===== src/rtl/sertx_pkg.sv =====
package sertx_pkg;

  // Bits added around the data field: start bit, stop bit, spare word bit
  localparam int unsigned FRAME_OVERHEAD = 3;

  function automatic int unsigned shift_width(input int unsigned data_w);
    return data_w + FRAME_OVERHEAD;
  endfunction

  function automatic int unsigned len_width(input int unsigned data_w);
    return $clog2(data_w + FRAME_OVERHEAD + 1);
  endfunction

endpackage


===== src/rtl/sertx_hold.sv =====
module sertx_hold #(
  parameter int unsigned DATA_W = 8
) (
  input  logic              clk,
  input  logic              rst_n,
  input  logic              wr_stb,
  input  logic [DATA_W-1:0] wr_data,
  input  logic              load,
  output logic              hold_full,
  output logic [DATA_W-1:0] hold_data
);

  logic              full_q, full_d;
  logic [DATA_W-1:0] data_q;

  // A write takes precedence: a load and a write on one edge leave it full
  always_comb begin
    full_d = full_q;
    if (load)   full_d = 1'b0;
    if (wr_stb) full_d = 1'b1;
  end

  always_ff @(posedge clk or negedge rst_n) begin
    if (!rst_n) full_q <= 1'b0;
    else        full_q <= full_d;
  end

  always_ff @(posedge clk or negedge rst_n) begin
    if (!rst_n)      data_q <= '0;
    else if (wr_stb) data_q <= wr_data;
  end

  assign hold_full = full_q;
  assign hold_data = data_q;

  assert_write_fills_R7: assert property (@(posedge clk) disable iff (!rst_n)
    wr_stb |=> full_q);

  assert_waiting_kept_R6: assert property (@(posedge clk) disable iff (!rst_n)
    (full_q && !load) |=> full_q);

  assert_newest_kept_R8: assert property (@(posedge clk) disable iff (!rst_n)
    wr_stb |=> (data_q == $past(wr_data)));

endmodule


===== src/rtl/sertx_shift.sv =====
module sertx_shift #(
  parameter int unsigned DATA_W = 8
) (
  input  logic              clk,
  input  logic              rst_n,
  input  logic              tx_en,
  input  logic              baud_tick,
  input  logic              hold_full,
  input  logic [DATA_W-1:0] hold_data,
  input  logic              nine_mode,
  input  logic              ninth_bit,
  output logic              load,
  output logic              frame_done,
  output logic              busy,
  output logic              ser_out
);

  localparam int unsigned SH_W  = sertx_pkg::shift_width(DATA_W);
  localparam int unsigned LEN_W = sertx_pkg::len_width(DATA_W);
  localparam logic [LEN_W-1:0] LEN_SHORT = LEN_W'(SH_W - 1);
  localparam logic [LEN_W-1:0] LEN_LONG  = LEN_W'(SH_W);

  logic [SH_W-1:0]  sh_q, sh_d, load_word;
  logic [LEN_W-1:0] cnt_q, cnt_d, len_q, len_d;
  logic             busy_q, busy_d;
  logic             step, last_bit;

  // Word assembled at load: bit 0 start, data LSB first, then word bit and fill
  genvar gi;
  generate
    for (gi = 0; gi < SH_W; gi++) begin : g_word
      if (gi == 0) begin : g_start
        assign load_word[gi] = 1'b0;
      end else if (gi <= DATA_W) begin : g_data
        assign load_word[gi] = hold_data[gi-1];
      end else if (gi == DATA_W + 1) begin : g_extra
        assign load_word[gi] = nine_mode ? ninth_bit : 1'b1;
      end else begin : g_stop
        assign load_word[gi] = 1'b1;
      end
    end
  endgenerate

  assign step       = busy_q && tx_en && baud_tick;
  assign last_bit   = (cnt_q == (len_q - 1'b1));
  assign frame_done = step && last_bit;
  assign load       = tx_en && hold_full && (!busy_q || frame_done);

  always_comb begin
    sh_d   = sh_q;
    cnt_d  = cnt_q;
    len_d  = len_q;
    busy_d = busy_q;
    if (!tx_en) begin
      busy_d = 1'b0;
    end else if (load) begin
      busy_d = 1'b1;
      sh_d   = load_word;
      cnt_d  = '0;
      len_d  = nine_mode ? LEN_LONG : LEN_SHORT;
    end else if (frame_done) begin
      busy_d = 1'b0;
    end else if (step) begin
      sh_d  = {1'b1, sh_q[SH_W-1:1]};
      cnt_d = cnt_q + 1'b1;
    end
  end

  always_ff @(posedge clk or negedge rst_n) begin
    if (!rst_n) begin
      busy_q <= 1'b0;
      sh_q   <= '1;
      cnt_q  <= '0;
      len_q  <= LEN_SHORT;
    end else begin
      busy_q <= busy_d;
      sh_q   <= sh_d;
      cnt_q  <= cnt_d;
      len_q  <= len_d;
    end
  end

  assign busy    = busy_q;
  assign ser_out = !(busy_q && tx_en) || sh_q[0];

  assert_count_in_frame_R2: assert property (@(posedge clk) disable iff (!rst_n)
    busy_q |-> (cnt_q < len_q));

  assert_start_after_load_R5: assert property (@(posedge clk) disable iff (!rst_n)
    load |=> (busy_q && !sh_q[0] && cnt_q == '0));

  assert_hold_between_ticks_R4: assert property (@(posedge clk) disable iff (!rst_n)
    (busy_q && !baud_tick && !hold_full) |=> $stable(sh_q));

  assert_disable_stops_R12: assert property (@(posedge clk) disable iff (!rst_n)
    !tx_en |=> !busy_q);

endmodule


===== src/rtl/sertx_status.sv =====
module sertx_status (
  input  logic clk,
  input  logic rst_n,
  input  logic frame_done,
  input  logic hold_full,
  input  logic wr_stb,
  input  logic tc_clr,
  input  logic dre_irq_en,
  input  logic tc_irq_en,
  output logic tc_flag,
  output logic dre_flag,
  output logic dre_irq,
  output logic tc_irq
);

  logic tc_q, tc_d, tc_set;

  assign tc_set = frame_done && !hold_full && !wr_stb;

  always_comb begin
    tc_d = tc_q;
    if (wr_stb || tc_clr) tc_d = 1'b0;
    if (tc_set)           tc_d = 1'b1;
  end

  always_ff @(posedge clk or negedge rst_n) begin
    if (!rst_n) tc_q <= 1'b0;
    else        tc_q <= tc_d;
  end

  assign tc_flag  = tc_q;
  assign dre_flag = !hold_full;
  assign dre_irq  = dre_flag && dre_irq_en;
  assign tc_irq   = tc_q && tc_irq_en;

  assert_write_clears_tc_R10: assert property (@(posedge clk) disable iff (!rst_n)
    wr_stb |=> !tc_q);

  assert_tc_only_when_empty_R9: assert property (@(posedge clk) disable iff (!rst_n)
    $rose(tc_q) |-> $past(frame_done) && !hold_full);

endmodule


===== src/rtl/sertx_dbuf.sv =====
module sertx_dbuf #(
  parameter int unsigned DATA_W = 8
) (
  input  logic              clk,
  input  logic              rst_n,
  input  logic              tx_en,
  input  logic              baud_tick,
  input  logic              wr_stb,
  input  logic [DATA_W-1:0] wr_data,
  input  logic              nine_mode,
  input  logic              ninth_bit,
  input  logic              tc_clr,
  input  logic              dre_irq_en,
  input  logic              tc_irq_en,
  output logic              ser_out,
  output logic              dre_flag,
  output logic              tc_flag,
  output logic              dre_irq,
  output logic              tc_irq
);

  logic [1:0]        rst_sync_q;
  logic              rst_ni;
  logic              load, frame_done, busy, hold_full;
  logic [DATA_W-1:0] hold_data;

  // Reset asserts at once and releases on the second rising edge
  always_ff @(posedge clk or negedge rst_n) begin
    if (!rst_n) rst_sync_q <= 2'b00;
    else        rst_sync_q <= {rst_sync_q[0], 1'b1};
  end
  assign rst_ni = rst_sync_q[1];

  sertx_hold #(.DATA_W(DATA_W)) u_hold (
    .clk       (clk),
    .rst_n     (rst_ni),
    .wr_stb    (wr_stb),
    .wr_data   (wr_data),
    .load      (load),
    .hold_full (hold_full),
    .hold_data (hold_data)
  );

  sertx_shift #(.DATA_W(DATA_W)) u_shift (
    .clk        (clk),
    .rst_n      (rst_ni),
    .tx_en      (tx_en),
    .baud_tick  (baud_tick),
    .hold_full  (hold_full),
    .hold_data  (hold_data),
    .nine_mode  (nine_mode),
    .ninth_bit  (ninth_bit),
    .load       (load),
    .frame_done (frame_done),
    .busy       (busy),
    .ser_out    (ser_out)
  );

  sertx_status u_status (
    .clk        (clk),
    .rst_n      (rst_ni),
    .frame_done (frame_done),
    .hold_full  (hold_full),
    .wr_stb     (wr_stb),
    .tc_clr     (tc_clr),
    .dre_irq_en (dre_irq_en),
    .tc_irq_en  (tc_irq_en),
    .tc_flag    (tc_flag),
    .dre_flag   (dre_flag),
    .dre_irq    (dre_irq),
    .tc_irq     (tc_irq)
  );

  assert_idle_line_high_R12: assert property (@(posedge clk) disable iff (!rst_ni)
    !busy |-> ser_out);

  assert_dre_set_on_load_R7: assert property (@(posedge clk) disable iff (!rst_ni)
    (load && !wr_stb) |=> dre_flag);

  assert_back_to_back_R6: assert property (@(posedge clk) disable iff (!rst_ni)
    (frame_done && hold_full && tx_en) |=> (busy && !ser_out));

endmodule


===== config.mk =====
export PLATFORM = sky130hd
export DESIGN_NAME = sertx_dbuf
export DESIGN_NICKNAME = d
export VERILOG_FILES = /design/src/rtl/sertx_pkg.sv /design/src/rtl/sertx_hold.sv /design/src/rtl/sertx_shift.sv /design/src/rtl/sertx_status.sv /design/src/rtl/sertx_dbuf.sv
export SDC_FILE = /design/constraint.sdc
export NUM_CORES = 1
export LEC_CHECK = 0
export ABC_AREA = 1
export BUFFER_PORTS_ARGS = -buffer_cell sky130_fd_sc_hd__buf_2
export CAP_MARGIN = 20
export CORE_ASPECT_RATIO = 1.4
export CORE_MARGIN = 2
export CORE_UTILIZATION = 50
export CTS_BUF_LIST = sky130_fd_sc_hd__clkbuf_4 sky130_fd_sc_hd__clkbuf_8 sky130_fd_sc_hd__clkbuf_16
export DETAILED_ROUTE_END_ITERATION = 16
export PLACE_DENSITY = 0.72
export SYNTH_ARGS = -nofsm -noshare
export SYNTH_HDL_FRONTEND = slang
export SYNTH_HIERARCHICAL = 1
export SYNTH_SLANG_ARGS = --single-unit

===== constraint.sdc =====
create_clock -name clk -period 1.1 [get_ports clk]
set_input_delay 0.11 -clock clk [delete_from_list [all_inputs] [get_ports clk]]
set_output_delay 0.11 -clock clk [all_outputs]
set_load 0.01 [all_outputs]

==> impl_metrics.csv, run 1 <==
group,metric,value,unit
outcome,status,"finished with violations",
outcome,failed_checks,"negative setup slack",
sta,period_needed,1420,ps
setup_path,reg2reg_to,"u_shift/cnt_q[2]",
sta,fin_skew,7.32,ps
clock_network,h-tree-depth,1,
logic_synthesis,avgSynthCellArea,7.82,sq um
placed_design,place_inst,251,
placed_design,numPortBuffers,22,
logic_synthesis,synth_top_area_share,32.4,%
setup_path,regToRegSetupSlack,-320,ps
setup_path,rr_startpoint,"u_shift/cnt_q[1]",
grt,grt_pass1_wl,5.84,mm
routing,drt_iter0_markers,40,
logic_synthesis,synth_area_leaders,"dfrtp_1 (32%), dfstp_2 (19%), nand2_1 (17%)",
power,p_int,2090,uW
finish,area_growth,37.5,%
grt,grt_max_degree,27,
power,ir_drop,1.23,mV
setup_path,required,1350,ps
power,switching_power,1080,uW
clock_network,cts_inserted_buffers,3,
clock_network,clock_latency,340,ps
die,coreArea,2640,sq um
logic_synthesis,synthCells,178,
routing,routed_wl,3.24,mm
placed_design,place_hpwl,2.21,mm
clock_network,cts_tree,"done",
power,seq_power_share,48.1,%
power,p_comb_share,35.4,%
finish,layout.nets,252,
routing,dr.pass1.iters,4,
power,powerDensity,1660,nW/um^2
logic_synthesis,netlist_area,1390,sq um
routing,route.detailed.drc,0,
finish,antenna_cells,0,
setup_path,rr_worst_depth,9,
grt,grt_usage,23.8,%
setup_path,critPathCapture,"u_shift/cnt_q[2]",
die,rows,22,
logic_synthesis,ys_seq_area_share,51.3,%
sta,rsz0062_at_grt,"yes",
sta,fin_hold_ws,15.4,ps
setup_path,crit_start,"u_shift/cnt_q[1]",
logic_synthesis,ys_ff_latch,28,
power,swShare,34.0,%
finish,final_util,72.4,%
routing,vias,1267,
clock_network,cts.sinks,28,
grt,grt_pass1_vias,1383,
finish,drive_gt1_share,37.1,%
clock_network,root_buffer,"clkbuf_4",
hold_path,hp-class,"primary input to flip-flop",
clock_network,clk_pin_slew_worst_paths,150,ps
logic_synthesis,yosysUniqueCellTypes,23,
power,leakage,0.00104,uW
logic_synthesis,synth_nets,197,
setup_path,cp_max_fo,5,
setup_path,crit_path_end_kind,"flip-flop",
run,max_cap_viol_count,0,
clock_network,cts_buffer_depth,2,
routing,drt-wirelength-per-cell,12.1,um
routing,viasPerCell,4.73,
sta,finalWorstSetupSlack,-321,ps
die,die_h,66.4,um
die,io_pins,23,
sta,report.final.slew_viol_count,0,
routing,final_antenna_net_count,0,
die,die_w,48.6,um
logic_synthesis,yosysTopAreaCell,"dfrtp_1",
logic_synthesis,yosysWarnings,6,
setup_path,path_class,"flip-flop to flip-flop",
sta,timing.final.crit_share,129,%
grt,antenna_found_initial,0,
placed_design,gp_congestion,0.787,
die,die_area,3230,sq um
die,initial_core_util,52.7,%
sta,finalSetupViolCount,21,
finish,nFillCells,210,
setup_path,critPathArrivalTime,1670,ps
sta,hold_viol_final,0,
sta,clock.fmax,0.704,GHz
finish,finalNonFillerCells,268,
grt,gr-total-overflow,0,
setup_path,cp-start-kind,"flip-flop",
power,pwr-share-clk,16.5,%
[synth_stat cells, drive strengths merged]
cell type  instances
nor3               1
clkinv             1
nor2              17
xnor2              1
ha                 1
or2                1
conb               1
o21ai              6
xor2               1
clkbuf             1
nand2             67
dfstp             10
a21oi              1
buf                2
nand3             18
dfrtp             18
inv               31
[what timing repair did]
item / CTS / global route
buffers inserted: 2 / 1
pin swaps: 5 / 12
gates resized for setup: 7 / 22
hold buffers: 10 / 0
endpoints found under the hold margin: 11 / 0
endpoints found under the setup margin: 22 / 22
[cells by family (layout without fill, tap and decap cells)]
| kind of cell | Yosys count | count (layout) | share of synthesized area, % |
|---|---|---|---|
| adder cells (fa/ha/maj) | 1 | 1 | 0.899 |
| XOR/XNOR | 2 | 2 | 1.26 |
| AND/OR/NAND/NOR | 104 | 104 | 32.3 |
| buffers and inverters | 35 | 89 | 11.2 |
| AO/OA/AOI/OAI | 7 | 7 | 2.79 |
| flip-flops | 28 | 28 | 51.3 |
| other | 1 | 1 | 0.270 |
[area by class of cell]
cell class / instances / area [sq um] / share of cell area [%]
Clock buffer: 4 / 36.3 / 1.90
Inverter: 32 / 125 / 6.54
Multi-Input combinational cell: 115 / 588 / 30.7
Sequential cell: 28 / 713 / 37.3
Tap cell: 36 / 45.0 / 2.35
Timing Repair Buffer: 53 / 405 / 21.2
[worst min-delay path by stage]
stage	start	end	slack, ps	cells past startpoint
2_1_floorplan	rst_n	rst_sync_q[0]	-190	0
3_3_place_gp	rst_n	rst_sync_q[1]	-110	1
3_5_place_dp	rst_n	rst_sync_q[0]	-100	1
4_1_cts	ninth_bit	u_shift/sh_q[9]	4	3
5_1_grt	ninth_bit	u_shift/sh_q[9]	30	3
6_report	ninth_bit	u_shift/sh_q[9]	20	3
[cell usage in the layout, fill, tap and decap left out]
master	count
buf_2	19
nand3_4	1
clkinv_1	1
or2_4	1
o21ai_2	1
clkbuf_8	1
nor3_2	1
conb_1	1
a21oi_2	1
xnor2_1	1
inv_2	5
clkbuf_4	3
inv_4	2
buf_6	8
inv_1	24
dlygate4sd3_1	10
dfstp_2	10
ha_1	1
nor2_4	2
nand3_2	3
nand2_2	7
nand2_4	3
xor2_1	1
nor2_2	2
o21ai_0	2
nor2_1	13
o21ai_1	3
nand2_1	57
buf_4	16
nand3_1	14
dfrtp_1	18
[critical path, cell delays in order (launching register included)]
cell and delay, ps:
dfrtp_1 440, nor2_1 220, nor2_4 60, nand3_4 100, nand2_4 70, nand2_4 80, nand2_4 80, buf_6 130
nor2_1 90, nor2_1 60
[registers in the layout, indices dropped and copies added, names as in the netlist]
name              cells
u_shift/cnt_q         4
u_hold/hold_full      1
u_hold/hold_data      8
u_status/tc_flag      1
u_shift/len_q         1
u_shift/sh_q         10
rst_sync_q            2
u_shift/busy          1
[stage by stage]
stage	total power [uW]	cell area, sq um	worst slack [ps]	TNS [ps]
after global placement	2380	1660	-256	-3620
after CTS	3040	1830	-292	-5080
after floorplan	2090	1400	-229	-3450
after detailed placement	2460	1660	-316	-4460
after global routing	3400	1910	-403	-7160
final	3170	1910	-321	-5370
[layer usage]
layer / track usage [%] / vias up / routed length [um]
li1: - / 636 / -
met5: 0 / - / 0
met1: 23.8 / 597 / 1260
met4: 7.50 / 0 / 103
met2: 49.7 / 23 / 1820
met3: 3.39 / 11 / 53
[power groups by stage]
stage               Clock (uW)  Sequential, uW  Combinational [uW]
global route               579            1570                1260
global placement             0            1510                 868
floorplan                    0            1520                 572
finish                     522            1530                1120
detailed placement           0            1520                 930
CTS                        521            1510                1010
(Power assumes the default switching activity.)
==> inputs of run 2 (changes only) <==
--- a/config.mk
+++ b/config.mk
@@ -5,7 +5,6 @@
 export SDC_FILE = /design/constraint.sdc
 export NUM_CORES = 1
 export LEC_CHECK = 0
-export ABC_AREA = 1
 export BUFFER_PORTS_ARGS = -buffer_cell sky130_fd_sc_hd__buf_2
 export CAP_MARGIN = 20
 export CORE_ASPECT_RATIO = 1.4
==> run 2 against run 1 <==
The run still ends with negative setup slack left. Die area rose by 3.6%. Combinational power increased by 7%. Worst hold slack gained 46 ps. Sequential power about the same. Setup slack got worse by 110 ps. Critical path depth down 3. Fmax fell by 7.5%. Utilization is 5.1 points lower. Clock power grew 52%. Cell area decreased by 0.78%. Total power increased by 10%. Largest power group unchanged.
==> impl_metrics.csv, run 2 <==
group,metric,value,unit
logic_synthesis,ys_ff_latch,28,
placed_design,place_hpwl,2.15,mm
grt,antenna_found_initial,0,
sta,period_needed,1540,ps
sta,clock.fmax,0.651,GHz
sta,finalSetupViolCount,20,
grt,grt_pass1_wl,5.22,mm
logic_synthesis,yosysWarnings,6,
placed_design,dp_slack,-411,ps
routing,drt_iter0_markers,65,
grt,gr-total-overflow,0,
power,leakage,0.000888,uW
setup_path,path_delay_family,"compound AO/OA/AOI/OAI gates",
placed_design,numPortBuffers,22,
logic_synthesis,synth_nets,144,
clock_network,cts_tree,"done",
logic_synthesis,synth_edf_count,0,
logic_synthesis,async_reset_ff_share,100,%
die,rows,23,
logic_synthesis,avgSynthCellArea,11.6,sq um
routing,dr.pass1.iters,4,
power,powerDensity,1840,nW/um^2
clock_network,cts.sinks,28,
sta,fin_skew,5.69,ps
logic_synthesis,yosysMostFrequentCell,"dfrtp_1",
finish,final_area,1900,sq um
die,die_h,67.6,um
routing,routed_wl,3.45,mm
grt,grt_max_degree,27,
sta,hold_viol_final,0,
routing,drt-wirelength-per-cell,16.8,um
hold_path,hp-class,"primary input to flip-flop",
logic_synthesis,netlist_area,1450,sq um
finish,multiInputGateArea,739,sq um
run,max_cap_viol_count,0,
logic_synthesis,ys.flop_type,"dfrtp_1",
sta,report.final.slew_viol_count,0,
sta,rsz0062_at_grt,"yes",
setup_path,critPathArrivalTime,1720,ps
sta,timing.final.crit_share,140,%
power,p_total,3490,uW
finish,final_cell_mix,"buf_2 (20), dfrtp_1 (18), buf_4 (16)",
finish,top_register,"u_shift/sh_q",
setup_path,cpPeakStageDelay,400,ps
clock_network,clk_pin_slew_worst_paths,90,ps
finish,drive_gt1_share,55.0,%
logic_synthesis,synthTopCellsByCount,"dfrtp_1 (18), a21oi_1 (11), dfstp_2 (10)",
sta,finalWorstSetupSlack,-436,ps
setup_path,crit_slowest_cell,"dfrtp_1",
grt,grt_pass1_vias,1192,
die,coreArea,2820,sq um
finish,layout.nets,189,
finish,largest_reg_flops,10,
finish,seq_area,713,sq um
clock_network,h-tree-depth,1,
outcome,failed_checks,"negative setup slack",
placed_design,place_inst,193,
die,die_w,49.4,um
setup_path,required,1280,ps
routing,route.detailed.drc,0,
finish,area_growth,31.3,%
logic_synthesis,synthCells,125,
sta,fin_hold_ws,61.6,ps
die,die_area,3340,sq um
finish,antenna_cells,0,
finish,layout_commonest_cell,"buf_2",
clock_network,clock_latency,270,ps
routing,vias,1217,
logic_synthesis,synth_top_area_share,31.2,%
setup_path,crit_path_end_kind,"flip-flop",
setup_path,cp_max_fo,4,
setup_path,cp-start-kind,"flip-flop",
power,ir_drop,1.31,mV
placed_design,place_area,1670,sq um
clock_network,cts_buffer_depth,2,
finish,finalNonFillerCells,206,
logic_synthesis,yosysTopAreaCell,"dfrtp_1",
setup_path,path_class,"flip-flop to flip-flop",
grt,grt_usage,20.2,%
routing,viasPerCell,5.91,
finish,nFillCells,231,
die,initial_core_util,51.2,%
outcome,status,"finished with violations",
setup_path,worstPathCellList,"nor3b_4 -> buf_4 -> buf_6 -> o2111ai_2 -> nand3_1 -> a31oi_1",
routing,final_antenna_net_count,0,
clock_network,cts_inserted_buffers,3,
logic_synthesis,yosysUniqueCellTypes,41,
logic_synthesis,synth_area_leaders,"dfrtp_1 (31%), dfstp_2 (18%), mux2_4 (8.3%)",
logic_synthesis,ys_seq_area_share,49.4,%
setup_path,critical_path_buf_inv_count,2,
placed_design,gp_congestion,0.834,
die,io_pins,23,
clock_network,root_buffer,"clkbuf_8",
## run 2: layer usage
layer,routed length [um],part of all wire [%],global-route usage (%)
met2,1910,55,37.0
met3,137,4.0,2.65
met4,33,0.96,6.94
met1,1370,40,24.6
met5,0,0,0
## run 2: kinds of logic (layout without fill, tap and decap cells)
family / Yosys count / after routing / share of synthesized area [%]
flops: 28 / 28 / 49.4
other cells: 1 / 1 / 0.259
buf+inv: 14 / 55 / 5.11
simple gates: 28 / 29 / 13.1
fa+ha+maj: 1 / 1 / 0.866
compound gates: 45 / 47 / 23.0
mux: 8 / 8 / 8.31
## run 2: what timing repair did
action                                  in CTS  in global routing
cloned                                       0                  3
setup buffers                                1                  4
endpoints found under the hold margin        2                  0
hold buffers                                 1                  0
pin swaps                                    3                 13
endpoints found under the setup margin      21                 22
resized for setup                           10                 12
## run 2: metrics by stage
stage / util, % / TNS, ps
finish: 67.3 / -6760
global route: 67.3 / -8040
CTS: 63.5 / -6380
detailed placement: 59.3 / -6150
global placement: 59.3 / -5450
floorplan: - / -4130
## run 2: final timing paths
check,start,end,slack [ps],cells past startpoint
max,u_shift/cnt_q[0],u_shift/sh_q[4],-440,6
min,wr_data[0],u_hold/hold_data[0],60,2
max reg2reg,u_shift/cnt_q[0],u_shift/sh_q[4],-440,6
min reg2reg,rst_sync_q[1],u_shift/busy,240,1
max in group asynchronous,rst_sync_q[1],u_shift/sh_q[8],560,1
min in group asynchronous,rst_n,rst_sync_q[1],140,2
## run 2: layout make-up
type | count | area share [%]
Multi-Input combinational cell | 86 | 39.0
Inverter | 8 | 1.58
Tap cell | 37 | 2.44
Sequential cell | 28 | 37.6
Clock inverter | 1 | 1.58
Clock buffer | 3 | 2.18
Timing Repair Buffer | 43 | 15.7
## run 2: power breakdown
group	total (uW)	internal (uW)	switching (uW)
clock	795	487	308
sequential	1500	1340	163
combinational	1200	609	587
total	3490	2430	1060
